**config.mk**
```make
export PLATFORM = sky130hd
export DESIGN_NAME = psram_ctrl
export DESIGN_NICKNAME = d
export VERILOG_FILES = /design/src/rtl/psram_pkg.sv /design/src/rtl/psram_refresh_timer.sv /design/src/rtl/psram_seq.sv /design/src/rtl/psram_io.sv /design/src/rtl/psram_ctrl.sv
export SDC_FILE = /design/constraint.sdc
export NUM_CORES = 1
export LEC_CHECK = 0
export BUFFER_PORTS_ARGS = -buffer_cell sky130_fd_sc_hd__buf_2
export CAP_MARGIN = 10
export CORE_MARGIN = 1
export CORE_UTILIZATION = 30
export DETAILED_ROUTE_END_ITERATION = 8
export PLACE_DENSITY = 0.49
export SLEW_MARGIN = 10
export SYNTH_ARGS = -nofsm -noshare
export SYNTH_HDL_FRONTEND = slang
export SYNTH_HIERARCHICAL = 1
export SYNTH_SLANG_ARGS = --single-unit
```
**constraint.sdc**
```tcl
create_clock -name clk -period 3.55 [get_ports clk]
set_input_delay 0.71 -clock clk [delete_from_list [all_inputs] [get_ports clk]]
set_output_delay 0.71 -clock clk [all_outputs]
set_load 0.02 [all_outputs]
```
**src/rtl/psram_pkg.sv**
```systemverilog
package psram_pkg;

  typedef enum logic [1:0] {
    OP_READ  = 2'd0,
    OP_WRITE = 2'd1,
    OP_RMW   = 2'd2,
    OP_SPARE = 2'd3
  } op_e;

  typedef enum logic [3:0] {
    ST_PAUSE, ST_DLOW, ST_DPRE, ST_IDLE, ST_LOW, ST_PRE,
    ST_RDLY, ST_RPUL, ST_RPRE
  } st_e;

  typedef struct packed {
    logic en_n;
    logic sel;
    logic rd_en_n;
    logic wr_n;
    logic refresh_n;
    logic drive;
    logic capture;
  } pins_t;

  localparam pins_t PINS_IDLE = '{en_n: 1'b1, sel: 1'b0, rd_en_n: 1'b1,
                                  wr_n: 1'b1, refresh_n: 1'b1, drive: 1'b0,
                                  capture: 1'b0};

  function automatic int max2(input int a, input int b);
    return (a > b) ? a : b;
  endfunction

endpackage

```
**src/rtl/psram_refresh_timer.sv**
```systemverilog
module psram_refresh_timer #(
  parameter int REFRESH_CYC = 3900
) (
  input  logic clk,
  input  logic rst_n,
  input  logic ack,
  output logic pend
);
  localparam int TW = $clog2(REFRESH_CYC + 1);
  localparam logic [TW-1:0] T_LAST = TW'(REFRESH_CYC - 1);

  logic [TW-1:0] cnt_q;
  logic          wrap;

  assign wrap = (cnt_q == T_LAST);

  always_ff @(posedge clk) begin
    if (!rst_n) begin
      cnt_q <= '0;
      pend  <= 1'b0;
    end else begin
      cnt_q <= wrap ? '0 : cnt_q + 1'b1;
      if (wrap)     pend <= 1'b1;
      else if (ack) pend <= 1'b0;
    end
  end

  // a raised refresh request is kept until it is served
  assert_pend_hold_R9: assert property (@(posedge clk) disable iff (!rst_n)
    (pend && !ack) |=> pend);

endmodule

```
**src/rtl/psram_seq.sv**
```systemverilog
module psram_seq
  import psram_pkg::*;
#(
  parameter int AW             = 17,
  parameter int DW             = 8,
  parameter int INIT_PAUSE_CYC = 25000,
  parameter int DUMMY_CNT      = 8,
  parameter int CE_LOW_CYC     = 16,
  parameter int RMW_CYC        = 32,
  parameter int PRE_CYC        = 11,
  parameter int RF_DELAY_CYC   = 9,
  parameter int RF_PULSE_CYC   = 8,
  parameter int RF_PRE_CYC     = 8
) (
  input  logic          clk,
  input  logic          rst_n,
  input  logic          req_valid,
  output logic          req_ready,
  input  logic [1:0]    req_op,
  input  logic [AW-1:0] req_addr,
  input  logic [DW-1:0] req_wdata,
  input  logic          rf_pend,
  output logic          rf_ack,
  output pins_t         pins_d,
  output logic [AW-1:0] addr_q,
  output logic [DW-1:0] wdata_q
);
  localparam int MAXC = max2(max2(max2(INIT_PAUSE_CYC, RMW_CYC), max2(PRE_CYC, RF_DELAY_CYC)),
                             max2(max2(RF_PULSE_CYC, RF_PRE_CYC), CE_LOW_CYC));
  localparam int CW   = $clog2(MAXC + 1);
  localparam int DCW  = $clog2(DUMMY_CNT + 1);
  localparam logic [CW-1:0]  T_PAUSE = CW'(INIT_PAUSE_CYC - 1);
  localparam logic [CW-1:0]  T_LOW   = CW'(CE_LOW_CYC - 1);
  localparam logic [CW-1:0]  T_TURN  = CW'(CE_LOW_CYC);
  localparam logic [CW-1:0]  T_RMW   = CW'(RMW_CYC - 1);
  localparam logic [CW-1:0]  T_PRE   = CW'(PRE_CYC - 1);
  localparam logic [CW-1:0]  T_RDLY  = CW'(RF_DELAY_CYC - 1);
  localparam logic [CW-1:0]  T_RPUL  = CW'(RF_PULSE_CYC - 1);
  localparam logic [CW-1:0]  T_RPRE  = CW'(RF_PRE_CYC - 1);
  localparam logic [DCW-1:0] D_LAST  = DCW'(DUMMY_CNT - 1);

  st_e            st_q, st_n;
  logic [CW-1:0]  cnt_q;
  logic [DCW-1:0] dum_q;
  op_e            op_q;
  logic           accept;
  logic           cnt_clr;
  logic [CW-1:0]  len_last;

  assign len_last  = (op_q == OP_RMW) ? T_RMW : T_LOW;
  assign req_ready = (st_q == ST_IDLE) && !rf_pend;

  always_comb begin
    st_n   = st_q;
    rf_ack = 1'b0;
    accept = 1'b0;
    unique case (st_q)
      ST_PAUSE: if (cnt_q == T_PAUSE) st_n = ST_DLOW;
      ST_DLOW:  if (cnt_q == T_LOW)   st_n = ST_DPRE;
      ST_DPRE:  if (cnt_q == T_PRE)   st_n = (dum_q == D_LAST) ? ST_IDLE : ST_DLOW;
      ST_IDLE: begin
        if (rf_pend) begin
          st_n   = ST_RDLY;
          rf_ack = 1'b1;
        end else if (req_valid) begin
          st_n   = ST_LOW;
          accept = 1'b1;
        end
      end
      ST_LOW:   if (cnt_q == len_last) st_n = ST_PRE;
      ST_PRE:   if (cnt_q == T_PRE)    st_n = ST_IDLE;
      ST_RDLY:  if (cnt_q == T_RDLY)   st_n = ST_RPUL;
      ST_RPUL:  if (cnt_q == T_RPUL)   st_n = ST_RPRE;
      ST_RPRE:  if (cnt_q == T_RPRE)   st_n = ST_IDLE;
      default:  st_n = ST_IDLE;
    endcase
  end

  assign cnt_clr = (st_n != st_q) || (st_q == ST_IDLE);

  always_ff @(posedge clk) begin
    if (!rst_n) begin
      st_q    <= ST_PAUSE;
      cnt_q   <= '0;
      dum_q   <= '0;
      op_q    <= OP_READ;
      addr_q  <= '0;
      wdata_q <= '0;
    end else begin
      st_q  <= st_n;
      cnt_q <= cnt_clr ? '0 : cnt_q + 1'b1;
      if (st_q == ST_DPRE && st_n == ST_DLOW) dum_q <= dum_q + 1'b1;
      if (accept) begin
        op_q    <= (op_e'(req_op) == OP_SPARE) ? OP_READ : op_e'(req_op);
        addr_q  <= req_addr;
        wdata_q <= req_wdata;
      end
    end
  end

  // Strobe decode; registered one stage later in the io block
  always_comb begin
    pins_d = PINS_IDLE;
    unique case (st_q)
      ST_DLOW: begin
        pins_d.en_n = 1'b0;
        pins_d.sel  = 1'b1;
      end
      ST_LOW: begin
        pins_d.en_n = 1'b0;
        pins_d.sel  = 1'b1;
        unique case (op_q)
          OP_WRITE: begin
            pins_d.drive = 1'b1;
            pins_d.wr_n  = (cnt_q == T_LOW);
          end
          OP_RMW: begin
            pins_d.rd_en_n = (cnt_q > T_LOW);
            pins_d.capture = (cnt_q == T_LOW);
            pins_d.drive   = (cnt_q > T_TURN);
            pins_d.wr_n    = !((cnt_q > T_TURN) && (cnt_q != T_RMW));
          end
          default: begin
            pins_d.rd_en_n = 1'b0;
            pins_d.capture = (cnt_q == T_LOW);
          end
        endcase
      end
      ST_RPUL: pins_d.refresh_n = 1'b0;
      default: pins_d = PINS_IDLE;
    endcase
  end

  // traffic only after every dummy pulse has run
  assert_ready_after_dummies_R1: assert property (@(posedge clk) disable iff (!rst_n)
    req_ready |-> (dum_q == D_LAST));

  // a pending refresh is served before any waiting request
  assert_refresh_first_R9: assert property (@(posedge clk) disable iff (!rst_n)
    (st_q == ST_IDLE && rf_pend) |=> (st_q == ST_RDLY));

  // an accepted request starts an access with its own address
  assert_accept_starts_R2: assert property (@(posedge clk) disable iff (!rst_n)
    (req_valid && req_ready) |=> (st_q == ST_LOW && addr_q == $past(req_addr)));

endmodule

```
**src/rtl/psram_io.sv**
```systemverilog
module psram_io
  import psram_pkg::*;
#(
  parameter int DW         = 8,
  parameter int CE_LOW_CYC = 16,
  parameter int RMW_CYC    = 32
) (
  input  logic          clk,
  input  logic          rst_n,
  input  pins_t         pins_d,
  input  logic [DW-1:0] dq_in,
  output logic          en_n,
  output logic          sel,
  output logic          rd_en_n,
  output logic          wr_n,
  output logic          refresh_n,
  output logic          drive,
  output logic          rsp_valid,
  output logic [DW-1:0] rsp_rdata
);
  localparam int LW = $clog2(RMW_CYC + 2);

  pins_t         pins_q;
  logic [LW-1:0] low_run;

  assign en_n      = pins_q.en_n;
  assign sel       = pins_q.sel;
  assign rd_en_n   = pins_q.rd_en_n;
  assign wr_n      = pins_q.wr_n;
  assign refresh_n = pins_q.refresh_n;
  assign drive     = pins_q.drive;

  always_ff @(posedge clk) begin
    if (!rst_n) begin
      pins_q    <= PINS_IDLE;
      rsp_valid <= 1'b0;
      rsp_rdata <= '0;
      low_run   <= '0;
    end else begin
      pins_q    <= pins_d;
      rsp_valid <= pins_q.capture;
      if (pins_q.capture) rsp_rdata <= dq_in;
      low_run   <= pins_q.en_n ? '0 : low_run + 1'b1;
    end
  end

  // the refresh pin is only pulsed while enable is high
  assert_refresh_en_high_R9: assert property (@(posedge clk) disable iff (!rst_n)
    !pins_q.refresh_n |-> pins_q.en_n);

  // driver and memory output are never on together
  assert_no_bus_fight_R8: assert property (@(posedge clk) disable iff (!rst_n)
    pins_q.drive |-> pins_q.rd_en_n);

  // each enable pulse has one of the two legal lengths
  assert_en_low_len_R3: assert property (@(posedge clk) disable iff (!rst_n)
    $rose(pins_q.en_n) |-> (low_run == LW'(CE_LOW_CYC) || low_run == LW'(RMW_CYC)));

endmodule

```
**src/rtl/psram_ctrl.sv**
```systemverilog
module psram_ctrl
  import psram_pkg::*;
#(
  parameter int AW             = 17,
  parameter int DW             = 8,
  parameter int INIT_PAUSE_CYC = 25000,
  parameter int DUMMY_CNT      = 8,
  parameter int CE_LOW_CYC     = 16,
  parameter int RMW_CYC        = 32,
  parameter int PRE_CYC        = 11,
  parameter int REFRESH_CYC    = 3900,
  parameter int RF_DELAY_CYC   = 9,
  parameter int RF_PULSE_CYC   = 8,
  parameter int RF_PRE_CYC     = 8
) (
  input  logic          clk,
  input  logic          rst_n,
  input  logic          req_valid,
  output logic          req_ready,
  input  logic [1:0]    req_op,
  input  logic [AW-1:0] req_addr,
  input  logic [DW-1:0] req_wdata,
  output logic          rsp_valid,
  output logic [DW-1:0] rsp_rdata,
  output logic [AW-1:0] mem_addr,
  output logic          mem_en_n,
  output logic          mem_sel,
  output logic          mem_rd_en_n,
  output logic          mem_wr_n,
  output logic          mem_refresh_n,
  output logic [DW-1:0] mem_dq_out,
  output logic          mem_dq_oe,
  input  logic [DW-1:0] mem_dq_in
);
  pins_t pins_d;
  logic  rf_pend, rf_ack;

  psram_refresh_timer #(.REFRESH_CYC(REFRESH_CYC)) u_timer (
    .clk(clk), .rst_n(rst_n), .ack(rf_ack), .pend(rf_pend)
  );

  psram_seq #(
    .AW(AW), .DW(DW), .INIT_PAUSE_CYC(INIT_PAUSE_CYC), .DUMMY_CNT(DUMMY_CNT),
    .CE_LOW_CYC(CE_LOW_CYC), .RMW_CYC(RMW_CYC), .PRE_CYC(PRE_CYC),
    .RF_DELAY_CYC(RF_DELAY_CYC), .RF_PULSE_CYC(RF_PULSE_CYC), .RF_PRE_CYC(RF_PRE_CYC)
  ) u_seq (
    .clk(clk), .rst_n(rst_n), .req_valid(req_valid), .req_ready(req_ready),
    .req_op(req_op), .req_addr(req_addr), .req_wdata(req_wdata),
    .rf_pend(rf_pend), .rf_ack(rf_ack), .pins_d(pins_d),
    .addr_q(mem_addr), .wdata_q(mem_dq_out)
  );

  psram_io #(.DW(DW), .CE_LOW_CYC(CE_LOW_CYC), .RMW_CYC(RMW_CYC)) u_io (
    .clk(clk), .rst_n(rst_n), .pins_d(pins_d), .dq_in(mem_dq_in),
    .en_n(mem_en_n), .sel(mem_sel), .rd_en_n(mem_rd_en_n), .wr_n(mem_wr_n),
    .refresh_n(mem_refresh_n), .drive(mem_dq_oe),
    .rsp_valid(rsp_valid), .rsp_rdata(rsp_rdata)
  );

  // address held steady through the whole enable-low window
  assert_addr_stable_R4: assert property (@(posedge clk) disable iff (!rst_n)
    (!mem_en_n && $past(!mem_en_n)) |-> $stable(mem_addr));

  // no request is taken while an access holds enable low
  assert_no_ready_in_access_R2: assert property (@(posedge clk) disable iff (!rst_n)
    !mem_en_n |-> !req_ready);

endmodule

```
==> results of run 1 <==
-- cells in the final DEF, fill, tap and decap left out, types with 3 or more instances in the layout --
cell | netlist | layout
sky130_fd_sc_hd__buf_4 | 2 | 4
sky130_fd_sc_hd__xnor2_1 | 11 | 11
sky130_fd_sc_hd__nor4b_1 | 3 | 3
sky130_fd_sc_hd__inv_1 | 15 | 15
sky130_fd_sc_hd__nand4bb_1 | 3 | 3
sky130_fd_sc_hd__a21oi_1 | 45 | 45
sky130_fd_sc_hd__nor3_2 | 3 | 3
sky130_fd_sc_hd__ha_1 | 8 | 8
sky130_fd_sc_hd__or3_1 | 6 | 6
sky130_fd_sc_hd__and3b_1 | 3 | 3
sky130_fd_sc_hd__a211oi_1 | 6 | 6
sky130_fd_sc_hd__dfxtp_1 | 79 | 79
sky130_fd_sc_hd__nand3b_1 | 3 | 3
sky130_fd_sc_hd__nand4_1 | 12 | 12
sky130_fd_sc_hd__nand2b_1 | 4 | 4
sky130_fd_sc_hd__or4_1 | 3 | 3
sky130_fd_sc_hd__nor2_1 | 33 | 33
sky130_fd_sc_hd__nand2_1 | 70 | 70
sky130_fd_sc_hd__mux2i_1 | 10 | 10
sky130_fd_sc_hd__xor2_1 | 10 | 10
sky130_fd_sc_hd__nor3_1 | 5 | 5
sky130_fd_sc_hd__clkbuf_16 | 0 | 9
sky130_fd_sc_hd__nand3_1 | 9 | 9
sky130_fd_sc_hd__buf_2 | 5 | 78
sky130_fd_sc_hd__o31ai_1 | 7 | 7
sky130_fd_sc_hd__or2b_1 | 4 | 4
sky130_fd_sc_hd__nor2b_1 | 11 | 11
sky130_fd_sc_hd__o21ai_0 | 10 | 10
sky130_fd_sc_hd__and2_1 | 5 | 5
-- sequential cells by signal (all words and copies together), names as in the netlist --
| name | count |
|---|---|
| u_seq/cnt_q | 15 |
| u_seq/op_q | 2 |
| u_io/pins_q | 1 |
| u_seq/addr_q | 17 |
| u_timer/pend | 1 |
| u_io/refresh_n | 1 |
| u_io/wr_n | 1 |
| u_io/sel | 1 |
| u_seq/wdata_q | 8 |
| u_timer/cnt_q | 12 |
| u_io/rd_en_n | 1 |
| u_io/drive | 1 |
| u_seq/dum_q | 4 |
| u_io/en_n | 1 |
| u_seq/st_q | 4 |
| u_io/rsp_valid | 1 |
| u_io/rsp_rdata | 8 |
-- per-stage QoR --
stage          cell area [um2]  cells  util, %
6_report                  4560    681     37.7
5_1_grt                   4560    681     37.7
4_1_cts                   4560    681     37.7
3_5_place_dp              4280    665     35.4
3_3_place_gp              4280    665     35.4
2_1_floorplan             3760    436        -
-- layout make-up --
cell class | instances | area, um2
Fill cell | 1277 | 7550
Inverter | 17 | 63.8
Clock buffer | 13 | 260
Timing Repair Buffer | 82 | 420
Clock inverter | 3 | 17.5
Multi-Input combinational cell | 319 | 2010
Sequential cell | 79 | 1580
Tap cell | 168 | 210
-- metal layers --
| metal | vias to the layer above | wire (um) | global-route usage (%) |
|---|---|---|---|
| li1 | 1666 | - | - |
| met1 | 1453 | 4340 | 18.3 |
| met2 | 59 | 3910 | 20.2 |
| met3 | 11 | 241 | 2.98 |
| met4 | 0 | 170 | 5.63 |
| met5 | - | 0 | 0 |
-- logic make-up (layout without fill, tap and decap cells) --
family                     count (synthesis)  after routing
and+or+nand+nor                          192            192
xor gates and xnor gates                  21             21
AOI/OAI and AO/OA                         88             88
buffers and inverters                     38            115
DFF                                       79             79
adders and majority gates                  8              8
muxes                                     10             10
-- worst min-delay path, cell delays in order (launching register included) --
cell and delay [ps]:
sky130_fd_sc_hd__dfxtp_1 300, sky130_fd_sc_hd__nand2_1 50, sky130_fd_sc_hd__a21oi_1 50
-- path summary, 6_finish.rpt --
| path | start | cells past startpoint | slack (ps) | to |
|---|---|---|---|---|
| setup / recovery | u_seq/st_q[1] | 3 | 850 | req_ready |
| hold / removal | u_seq/wdata_q[4] | 2 | 450 | u_seq/wdata_q[4] |
| setup reg to reg | u_seq/st_q[1] | 5 | 970 | u_seq/wdata_q[7] |
| hold reg to reg | u_seq/wdata_q[4] | 2 | 450 | u_seq/wdata_q[4] |
-- power groups by stage --
stage | logic, uW | clock network [uW] | registers, uW
final | 62.2 | 853 | 901
after global routing | 68.9 | 927 | 901
after CTS | 63.3 | 882 | 901
after detailed placement | 62.8 | 0 | 921
after global placement | 62.7 | 0 | 920
after floorplan | 33.2 | 0 | 917
==> impl.org, run 1 <==
** Placed design
- Worst slack, placed :: roughly 940 ps
- Final estimated routing congestion in global placement :: 0.838
- Port buffer count :: 78
- Half-perimeter wire length after detailed placement :: approximately 6200 um

** Routing
- Final routed DRC violation total :: 0
- Dividing the detail-routed wire length by the instance count gives approximately 13 um.
- Summing over every cut layer, the via total after detailed routing is 3,189.
- Once detail routing completed, the nets flagged for antenna violations numbered 0.
- Wires add up to between 8000 and 9000 um.
- First DRT Iteration DRCs :: approximately 160
- For this run, the detailed router's first-pass iteration total came to 5.
- Ratio of routed vias to standard cells :: between 4 and 5

** Synth
- Synthesis instantiated 61 different standard cells from the library.
- Number of synthesized register bits :: 79
- During synthesis, Yosys emitted a total of 6 warnings.
- Among all cell types in the netlist, the one instantiated most often is sky130_fd_sc_hd__dfxtp_1.
- Mapped Area :: 0.00376 mm2
- Post-synthesis net count :: slightly below 500
- Multiplexer cells account for 2.66% of the synthesized area.
- Adder and majority cell fraction of the synthesized area :: 2.66%
- Yosys mapped a number of flops with a built-in enable equal to 0.
- Top cell types by occurrence after synthesis :: sky130_fd_sc_hd__dfxtp_1, sky130_fd_sc_hd__nand2_1, sky130_fd_sc_hd__a21oi_1
- The synthesized netlist devotes roughly 28% of its cell area to simple gates.
- For this run, asynchronously set or reset flops after synthesis account for 0%.
- In the synthesized netlist the dominant register cell turns out to be sky130_fd_sc_hd__dfxtp_1.
- Summing the areas of all xor and xnor instances in the mapped netlist gives 4.89% of the synthesized area.
- Area fraction in compound gates after synthesis :: between 10% and 20%
- Area share of the largest cell type after synthesis :: about 42%
- Average cell area after synthesis :: between 8 and 9 um2
- Summed over all instances, the cell type with the most area after synthesis is sky130_fd_sc_hd__dfxtp_1.
- Sequential cell area fraction in the yosys report :: between 40% and 50%
- By area the synthesized netlist is led by sky130_fd_sc_hd__dfxtp_1, sky130_fd_sc_hd__nand2_1, sky130_fd_sc_hd__a21oi_1.
- After technology mapping, the gate count stands at roughly 440.
- By area, the combinational part of the netlist is dominated by simple AND/OR/NAND/NOR gates.

** Finish
- 0 antenna diodes ended up in the layout.
- Layout overhead on the synthesized area :: 21.3%
- Cells with a size suffix above 1 make up approximately 22% of the layout.
- For this run, the post-layout net count is about 550.

** Clock network
- Postcts setup bufs :: 0
- The number of hold buffers added after CTS was 0.
- The H-tree generated during clock tree synthesis spans 3 levels.
- Total of cells resized after clock tree synthesis :: 0
- For the worst-skew pair, the clock arrives at the later sink with an insertion delay of roughly 330 ps.
- Inserted Clock Buffers :: 9
- Buffer levels on the longest clock path :: 2
- Number of clock sinks seen by CTS :: approximately 80
- CTS clock-pin slew for the worst setup and hold paths :: approximately 60 ps
- TritonCTS clock tree :: yes
- The tree is rooted in a sky130_fd_sc_hd__clkbuf_16.

** STA
- Crit path setup slack, layout :: approximately 850 ps
- Total count of hold-check failures in the final report :: 0
- For this run, the top clock speed supported by timing is around 370 MHz.
- Setup Skew :: 4.21 ps
- Measured against its own limit, the worst slew margin works out to 34.2%.
- Setup repair after global routing left no endpoint under its margin.
- Setup violations remaining at the end of the flow were counted as 0.
- After layout, the worst path uses between 70% and 80% of the clock period.
- Adding up every negative setup slack in the final design gives 0 ps.
- Pins over their slew limit :: 0
- Hold Slack :: 452 ps
- For the pin with the worst max-slew slack, the measured transition is ~980 ps.
- Min Tclk post-route :: approximately 2700 ps

** Worst setup path
- STA classifies the critical path startpoint as a register.
- Cells along the critical path :: nand2_1, nor4_1, buf_2
- Largest fanout of any net on the critical path :: 18
- The critical path is of the reg -> out type.
- Counting both buffers and inverters, the worst setup path holds a total of 1.
- Grouping stages by cell kind, the critical path spends the most delay in flip-flops.
- Crit path largest cell delay :: 730 ps
- STA classifies the critical path endpoint as an output port.
- Crit path max-delay cell type :: sky130_fd_sc_hd__dfxtp_1
- Data arrives at the worst endpoint at around 2000 ps.
- For the worst setup path, the data required time is roughly 2800 ps.

** Floorplan
- Chip Width :: about 110 um
- Core Area :: 0.0121 mm2
- The die covers about 0.013 mm2.
- 79 I/O pins were placed.
- After floorplanning, the core was divided into 40 placement rows.
- Overall die height :: approximately 110 um
- Once the floorplan was initialized, standard cells occupied 31.0% of the core.

** Global route
- Total global routing overflow :: 0
- Initial antenna violation count :: 0
- The via count of the first global-routing pass was 2,790.
- Entering global routing, the biggest net connects 32 pins.
- The first global-routing pass estimated around 14,000 um of wire.
- Global routing used 13.3% of the available tracks across all layers.

** Power
- Cell internal pwr :: 1430 uW
- Overall power consumption :: 1820 uW
- The clock network accounts for a little under half of the total power.
- Net switching is about a fifth of the power.
- In this run the static leakage power is ~0.0017 uW.
- Dividing total power by cell area gives a power density of around 400 mW/mm2.
- Of the total power, registers draw between 40% and 50%.
- VDD IR-drop max :: approximately 250 uV
- In this run the power spent charging and discharging nets is 383 uW.
- Per report_power, the combinational group accounts for 3.4% of the total.

** Run
- Max-cap violations in this run came to 0.

** Worst hold path
- The path class of the tightest hold or removal check is reg -> reg.

** Status
- Outcome :: complete, no violations
Note: power is estimated with default switching activity, not from simulation.
==> run 2: changes to the inputs <==
==> constraint.sdc (replaced) <==
create_clock -name clk -period 2.5 [get_ports clk]
set_input_delay 0.5 -clock clk [delete_from_list [all_inputs] [get_ports clk]]
set_output_delay 0.5 -clock clk [all_outputs]
set_load 0.02 [all_outputs]
==> run 2 against run 1 <==
Compared with the run above: sequential power is 42% higher; final cell count is 1.3% higher; clock skew hardly changed; register-to-register slack worse by 770 ps; non-clock buffer count is 9 higher; combinational power is 44% higher; first-iteration DRC count is 28% higher; global-route usage is 0.71 points higher; critical endpoint is now u_seq/cnt_q[1]; largest cell class unchanged; largest power group is now clock; highest routed layer unchanged.
==> impl.org, run 2 (same netlist as run 1, synthesis figures left out) <==
** Finish
- Commonest cells after routing, fill and taps aside :: sky130_fd_sc_hd__buf_2, sky130_fd_sc_hd__dfxtp_1, sky130_fd_sc_hd__nand2_1
- u_seq/addr_q holds more flip-flops than any other register.
- Share of layout cells above drive strength 1 :: 23.4% (+1.7 points)
- The largest registers in the layout are u_seq/addr_q: 17 flops, u_seq/cnt_q: 15 flops, u_timer/cnt_q: 12 flops.
- Relative to the synthesized area, the layout overhead comes to 24.1%.
- Final standard cell area without fillers :: 0.00467 mm2 (+2.3%)
- Final standard cell count with taps included and fillers excluded :: 690 (+1.3%)
- Final-layout fill cell count :: 1,295 (+1.4%)
- Diode count :: 0 (unchanged)
- Flip-flop count of the largest register after layout :: 17 (unchanged)
- Net count reported at finish :: 563 (+1.6%)

** Floorplan
- Count of pins on the block boundary :: 79 (unchanged)
- DIE AREA :: 0.0130 mm2 (unchanged)
- The effective utilization at floorplan is 31.0% (unchanged).
- Rows :: 40 (unchanged)
- Chip Width :: 114 um (unchanged)
- The total core area is 0.0121 mm2 (unchanged).
- Overall die height :: 114 um (unchanged)

** STA
- The remaining max-slew budget at the tightest pin came to 66.7% (+33 points).
- FMAX :: around 430 MHz
- The slew of the pin with the lowest slew margin is 494 ps (-490 ps).
- The worst path uses between 90% and 100% of the clock period.
- Total count of hold-check failures in the final report :: 0 (unchanged)
- Min Tclk post-route :: around 2300 ps
- The worst setup skew after layout came to 4.02 ps (-0.183 ps).
- The count of final max-slew check failures is 0 (unchanged).
- Hold Slack :: 399 ps (-53.0 ps)
- Final number of setup-violating endpoints :: 0 (unchanged)
- The total negative slack for setup checks is 0 ps (unchanged).
- Setup repair after global routing left no endpoint under its margin.

** Power
- Relative contribution of sequential cells to total power :: 46.7% (-2.9 points)
- The internal power contribution was 2180 uW (+52%).
- The clock network power share is 50.0% (+3.0 points).
- The total leakage power came to 0.00174 uW (+3.5%).
- The worst supply voltage drop on vdd was 275 uV (+8.7%).
- Reported net switching power :: 556 uW (+45%)
- The combinational share of power is 3.3% (about the same).
- Power Density :: 587 mW/mm2 (+47%)
- Switching share of power :: 20.3% (-0.79 points)

** Worst setup path
- Crit Path Category :: reg -> reg
- STA classifies the critical path startpoint as a register.
- The largest fanout of any net on the critical path is 10 (-8).
- The worst setup path is captured at a register.
- Required arrival time at the worst endpoint :: 2730 ps (-110 ps)
- The arrival time of the worst setup path was 2530 ps (+540 ps).

** Status
- Outcome :: complete, no violations

** Global route
- Initial antenna violation count :: 0 (unchanged)
- The via count of the first global-routing pass was 3,035 (+8.8%).
- Overall Global Routing Usage :: 14.1% (+0.71 points)
- The wire length of the first global-routing pass was 14,500 um (+5.5%).
- Total global routing overflow :: 0 (unchanged)
- The maximum number of pins on one net before global-route repair is 32 (unchanged).

** Routing
- First DRT Iteration DRCs :: 203 (+28%)
- Ratio of routed vias to standard cells :: 4.70 (+0.30%)
- Detailed-route wire length per cell :: 12.8 um (+0.30%)
- Initial DRT Pass Iterations :: 4 (-1)
- The count of unresolved DRC violations after routing was 0 (unchanged).
- The number of nets still failing antenna checks after routing is 0 (unchanged).
- The total via count after detailed routing is 3,241 (+1.6%).
- Routed wire length :: 8800 um (+1.6%)

** Placed design
- The weighted congestion reported at the end of routability-driven placement came to 0.806 (-3.8%).
- The port buffer count was 78 (unchanged).
- The cell area after placement was 0.00435 mm2 (+1.6%).
- Half-perimeter wire length after detailed placement :: 6450 um (+3.5%)
- The cell count after placement came to 674 (+1.4%).

** Clock network
- The clock network latency to the later pin of the worst-skew pair came to 330 ps (about the same).
- The number of levels in the clock H-tree is 3 (unchanged).
- The total clock buffers created by CTS was 9 (unchanged).
- The clock sink count came to 79 (unchanged).
- TritonCTS built the clock tree.
- CTS clock-pin slew for the worst setup and hold paths :: 60 ps (about the same)
- The number of buffers between clock root and the deepest sink was 2 (unchanged).
- Hold buffers post-CTS :: 0 (unchanged)
- Master cell of the clock root buffer :: sky130_fd_sc_hd__clkbuf_16

** Run
- The count of max-cap constraint violations is 0 (unchanged).

** Worst hold path
- The worst hold path belongs to the class in -> reg.
## run 2: path summary, 6_finish.rpt
kind	start	to	slack (ps)	cells past startpoint
max	u_seq/cnt_q[0]	u_seq/cnt_q[1]	200	7
min	req_addr[6]	u_seq/addr_q[6]	400	3
max reg2reg	u_seq/cnt_q[0]	u_seq/cnt_q[1]	200	7
min reg2reg	u_seq/wdata_q[7]	u_seq/wdata_q[7]	450	2
## run 2: power groups by stage
stage / Sequential (uW) / Combinational [uW] / Clock (uW)
after floorplan: 1300 / 47.2 / 0
after global placement: 1310 / 89.5 / 0
after detailed placement: 1310 / 90.2 / 0
after CTS: 1280 / 91.0 / 1410
after global routing: 1280 / 100 / 1450
final: 1280 / 89.4 / 1370
## run 2: timing repair
action	CTS	global route
gates resized for setup	0	1
setup endpoints to repair	0	1
setup buffers	0	0
## run 2: metal layers
metal	part of all wire, %	track usage, %	vias to the layer above
met5	0	0	-
met4	2.3	7.62	0
met3	2.4	2.39	15
met2	48	23.3	45
met1	47	17.4	1497
li1	-	-	1684
## run 2: area by class of cell
| cell class | instances | area, um2 | area share, % |
|---|---|---|---|
| clock buffers | 10 | 229 | 4.91 |
| clock inverters | 6 | 85.1 | 1.82 |
| inverters | 17 | 63.8 | 1.37 |
| multi-input cells | 319 | 2010 | 43.0 |
| flip-flops and latches | 79 | 1580 | 33.9 |
| well taps | 168 | 210 | 4.51 |
| repair buffers | 91 | 488 | 10.5 |
## run 2: critical path, cell delays in order (launching register included)
cell                        delay (ps)
sky130_fd_sc_hd__dfxtp_1           410
sky130_fd_sc_hd__ha_1              290
sky130_fd_sc_hd__and4bb_1          330
sky130_fd_sc_hd__nand4_1           110
sky130_fd_sc_hd__nor3_1            260
sky130_fd_sc_hd__nor3_2            110
sky130_fd_sc_hd__a41o_1            360
sky130_fd_sc_hd__a2111oi_2         320
## run 2: stage by stage
step / setup slack [ps] / util [%] / power, uW
floorplan: 224 / - / 1350
global placement: 280 / 35.9 / 1400
detailed placement: 233 / 35.9 / 1400
CTS: 97.9 / 38.5 / 2780
global route: 62.4 / 38.5 / 2840
finish: 199 / 38.5 / 2740
==> run 3: changes to the inputs <==
--- a/config.mk
+++ b/config.mk
@@ -7,10 +7,12 @@
 export LEC_CHECK = 0
 export BUFFER_PORTS_ARGS = -buffer_cell sky130_fd_sc_hd__buf_2
 export CAP_MARGIN = 10
+export CELL_PAD_IN_SITES_DETAIL_PLACEMENT = 0
+export CELL_PAD_IN_SITES_GLOBAL_PLACEMENT = 2
 export CORE_MARGIN = 1
 export CORE_UTILIZATION = 30
 export DETAILED_ROUTE_END_ITERATION = 8
-export PLACE_DENSITY = 0.49
+export PLACE_DENSITY = 0.75
 export SLEW_MARGIN = 10
 export SYNTH_ARGS = -nofsm -noshare
 export SYNTH_HDL_FRONTEND = slang
==> run 3 against run 2 <==
Compared with the run above: combinational power grew 1%; critical path type is now reg -> out; total power grew 9.2%; critical path depth shrank 3; sequential cell count is the same; global-route usage grew 0.54 points; sequential power is essentially flat; critical endpoint is now req_ready; non-clock buffer count grew 5; clock power grew 18%; maximum frequency shrank 0.92%; first-iteration DRC count shrank 0.49%; wire length grew 2.8%; worst setup slack lost 21 ps.
==> impl.org, run 3 (same netlist as run 1, synthesis figures left out) <==
** Clock network
- Clock tree synthesis selected as its root buffer the cell sky130_fd_sc_hd__clkbuf_16.
- The post-cts resize count was 0 (unchanged).
- The number of levels in the clock H-tree is 3 (unchanged).
- The quantity of hold-fixing buffers added after cts is 0 (unchanged).
- Postcts setup bufs :: 0 (unchanged)
- Number of clock sinks seen by CTS :: 79 (unchanged)
- TritonCTS clock tree :: yes
- The clock network latency to the later pin of the worst-skew pair was 340 ps (about the same).
- The total clock buffers created by CTS was 9 (unchanged).
- CTS clock-pin slew for the worst setup and hold paths :: 60 ps (about the same)
- Buffer levels on the longest clock path :: 2 (unchanged)

** STA
- Hold Slack :: 393 ps (-6.85 ps)
- Final-layout setup total negative slack :: 0 ps (unchanged)
- The count of final max-slew check failures came to 0 (unchanged).
- The remaining max-slew budget at the tightest pin was 55.8% (-11 points).
- The worst setup skew after layout is 5.45 ps (+1.42 ps).
- The final number of hold-violating endpoints is 0 (unchanged).
- Min Tclk post-route :: 2320 ps (+21.3 ps)
- Final critical-path share of the clock period :: 92.9% (+0.85 points)
- The count of endpoints failing setup in the final report is 0 (unchanged).
- RSZ-0062 raised after global routing :: false
- The highest attainable clock frequency was 431 MHz (-0.92%).
- The slew of the pin with the lowest slew margin was 659 ps (+164 ps).

** Floorplan
- The number of rows in the core area was 40 (unchanged).
- Overall die height :: 114 um (unchanged)
- The horizontal die dimension is 114 um (unchanged).
- DIE AREA :: 0.0130 mm2 (unchanged)
- The total core area is 0.0121 mm2 (unchanged).
- Count of pins on the block boundary :: 79 (unchanged)
- The effective utilization at floorplan is 31.0% (unchanged).

** Worst setup path
- The buffers plus inverters on the worst setup path was 2 (+2).
- Required arrival time at the worst endpoint :: 2000 ps (-730 ps)
- The critical path is of the reg -> out type.
- STA classifies the critical path endpoint as an output port.
- The largest fanout of any net on the critical path is 11 (+1).
- The arrival time of the worst setup path is 1820 ps (-710 ps).
- In this design, the largest share of critical-path delay is due to flip-flops.
- The worst setup path is launched from a register.
- The largest individual stage delay along the critical path comes from the cell sky130_fd_sc_hd__dfxtp_1.
- The delay contributed by the slowest stage of the critical path came to 570 ps (+160 ps).
- The critical path goes through buf_4, nand2_1, nor4_1, buf_2.

** Routing
- First DRT Iteration DRCs :: 202 (-0.49%)
- Detail Route met3 WL :: 261 um (+24%)
- The met1 wire length came to 4370 um (+5.2%).
- The met2 wire length is 4230 um (-0.24%).
- Highest layer used for signal routing :: met4
- Vias :: 3,283 (+1.3%)
- The number of search-and-repair iterations in the first detailed-routing pass was 4 (unchanged).
- Routed wire length :: 9050 um (+2.8%)
- The count of unresolved DRC violations after routing was 0 (unchanged).
- Final ANT Viol Nets :: 0 (unchanged)
- The routed length per placed instance was 13.0 um (+2.1%).
- Ratio of routed vias to standard cells :: 4.72 (+0.57%)

** Placed design
- The weighted congestion reported at the end of routability-driven placement came to 0.772 (-4.3%).
- Post-DP Area :: 0.00439 mm2 (+0.86%)
- The half-perimeter wire length of the detailed placement result came to 6520 um (+1.0%).
- Port buffer count :: 78 (unchanged)

** Power
- The worst supply voltage drop on vdd came to 287 uV (+4.0%).
- The total leakage power is 0.00180 uW (+3.4%).
- The total power is 2990 uW (+9.2%).
- The total power density per cell area was 628 mW/mm2 (+7.0%).

** Finish
- Diode count :: 0 (unchanged)
- The library cells used most frequently in the layout, excluding fill and tap cells, are sky130_fd_sc_hd__dfxtp_1, sky130_fd_sc_hd__buf_2, sky130_fd_sc_hd__nand2_1.
- Layout overhead on the synthesized area :: 26.6%
- Share of layout cells above drive strength 1 :: 23.9% (+0.54 points)
- In the final layout, the registers with the most flip-flops are u_seq/addr_q: 17 flops, u_seq/cnt_q: 15 flops, u_timer/cnt_q: 12 flops.
- The final layout net count is 568 (+0.89%).
- Final standard cell area without fillers :: 0.00476 mm2 (+2.0%)
- Top register by number of flip-flops :: u_seq/addr_q
- Leaving out fill and tap cells, the most frequent cell in the layout is sky130_fd_sc_hd__dfxtp_1.
- The number of flip-flops under the largest register name came to 17 (unchanged).

** Global route
- The number of antenna violations at the first check in global routing was 0 (unchanged).
- Vias in the first global route :: 3,063 (+0.92%)
- The total global routing track utilization is 14.6% (+0.54 points).
- The maximum number of pins on one net before global-route repair was 28 (-13%).
- The total overflow reported by the global router was 0 (unchanged).
- The wire length of the first global-routing pass was 14,800 um (+2.0%).

** Status
- Outcome :: complete, no violations

** Worst hold path
- Classification of the worst-slack hold path :: in -> reg

** Run
- The count of max-cap constraint violations came to 0 (unchanged).
[run 3: cell count changes in the layout (fill, tap and decap cells not counted), sizes merged]
cell | before | now
buf | 91 | 96
bufinv | 2 | 4
clkbuf | 10 | 11
clkinv | 4 | 3
clkinvlp | 2 | 0
[run 3: worst paths after layout]
check	to	slack (ps)	start	cells past startpoint
setup / recovery	req_ready	180	u_seq/st_q[0]	4
hold / removal	u_seq/addr_q[15]	390	req_addr[15]	3
setup reg to reg	u_seq/cnt_q[1]	200	u_seq/cnt_q[0]	7
hold reg to reg	u_seq/addr_q[10]	450	u_seq/addr_q[10]	2
[run 3: final cells by class]
class	count	area, um2
timing repair buffer	96	526
inverter	17	63.8
clock inverter	5	129
clock buffer	11	243
multi-input combinational	319	2010
sequential	79	1580
tap	168	210
fill	1265	7350
[run 3: metrics by stage]
stage,worst slack [ps],utilization [%],instances
after floorplan,224,-,436
after global placement,249,36.2,679
after detailed placement,220,36.2,679
after CTS,156,39.3,695
after global routing,27.7,39.3,695
final,178,39.3,695
[run 3: where the power goes]
part	internal, uW	total [uW]	leakage, uW	switching [uW]
clock network	1110	1620	0.000180	514
registers	1270	1280	0.000637	11.7
logic	45.5	90.7	0.000985	45.3
total	2420	2990	0.00180	571
[run 3: worst register-to-register path: stages, from the launching register on]
cell and delay, ps:
sky130_fd_sc_hd__dfxtp_1 420, sky130_fd_sc_hd__ha_1 290, sky130_fd_sc_hd__and4bb_1 330, sky130_fd_sc_hd__nand4_1 120, sky130_fd_sc_hd__nor3_1 240, sky130_fd_sc_hd__nor3_2 100
sky130_fd_sc_hd__a41o_1 360, sky130_fd_sc_hd__a2111oi_2 340
[run 3: metal layers]
metal / vias up / global-route usage [%]
met5: - / 0
met4: 0 / 8.14
met3: 13 / 2.44
met2: 56 / 23.1
met1: 1522 / 18.9
li1: 1692 / -
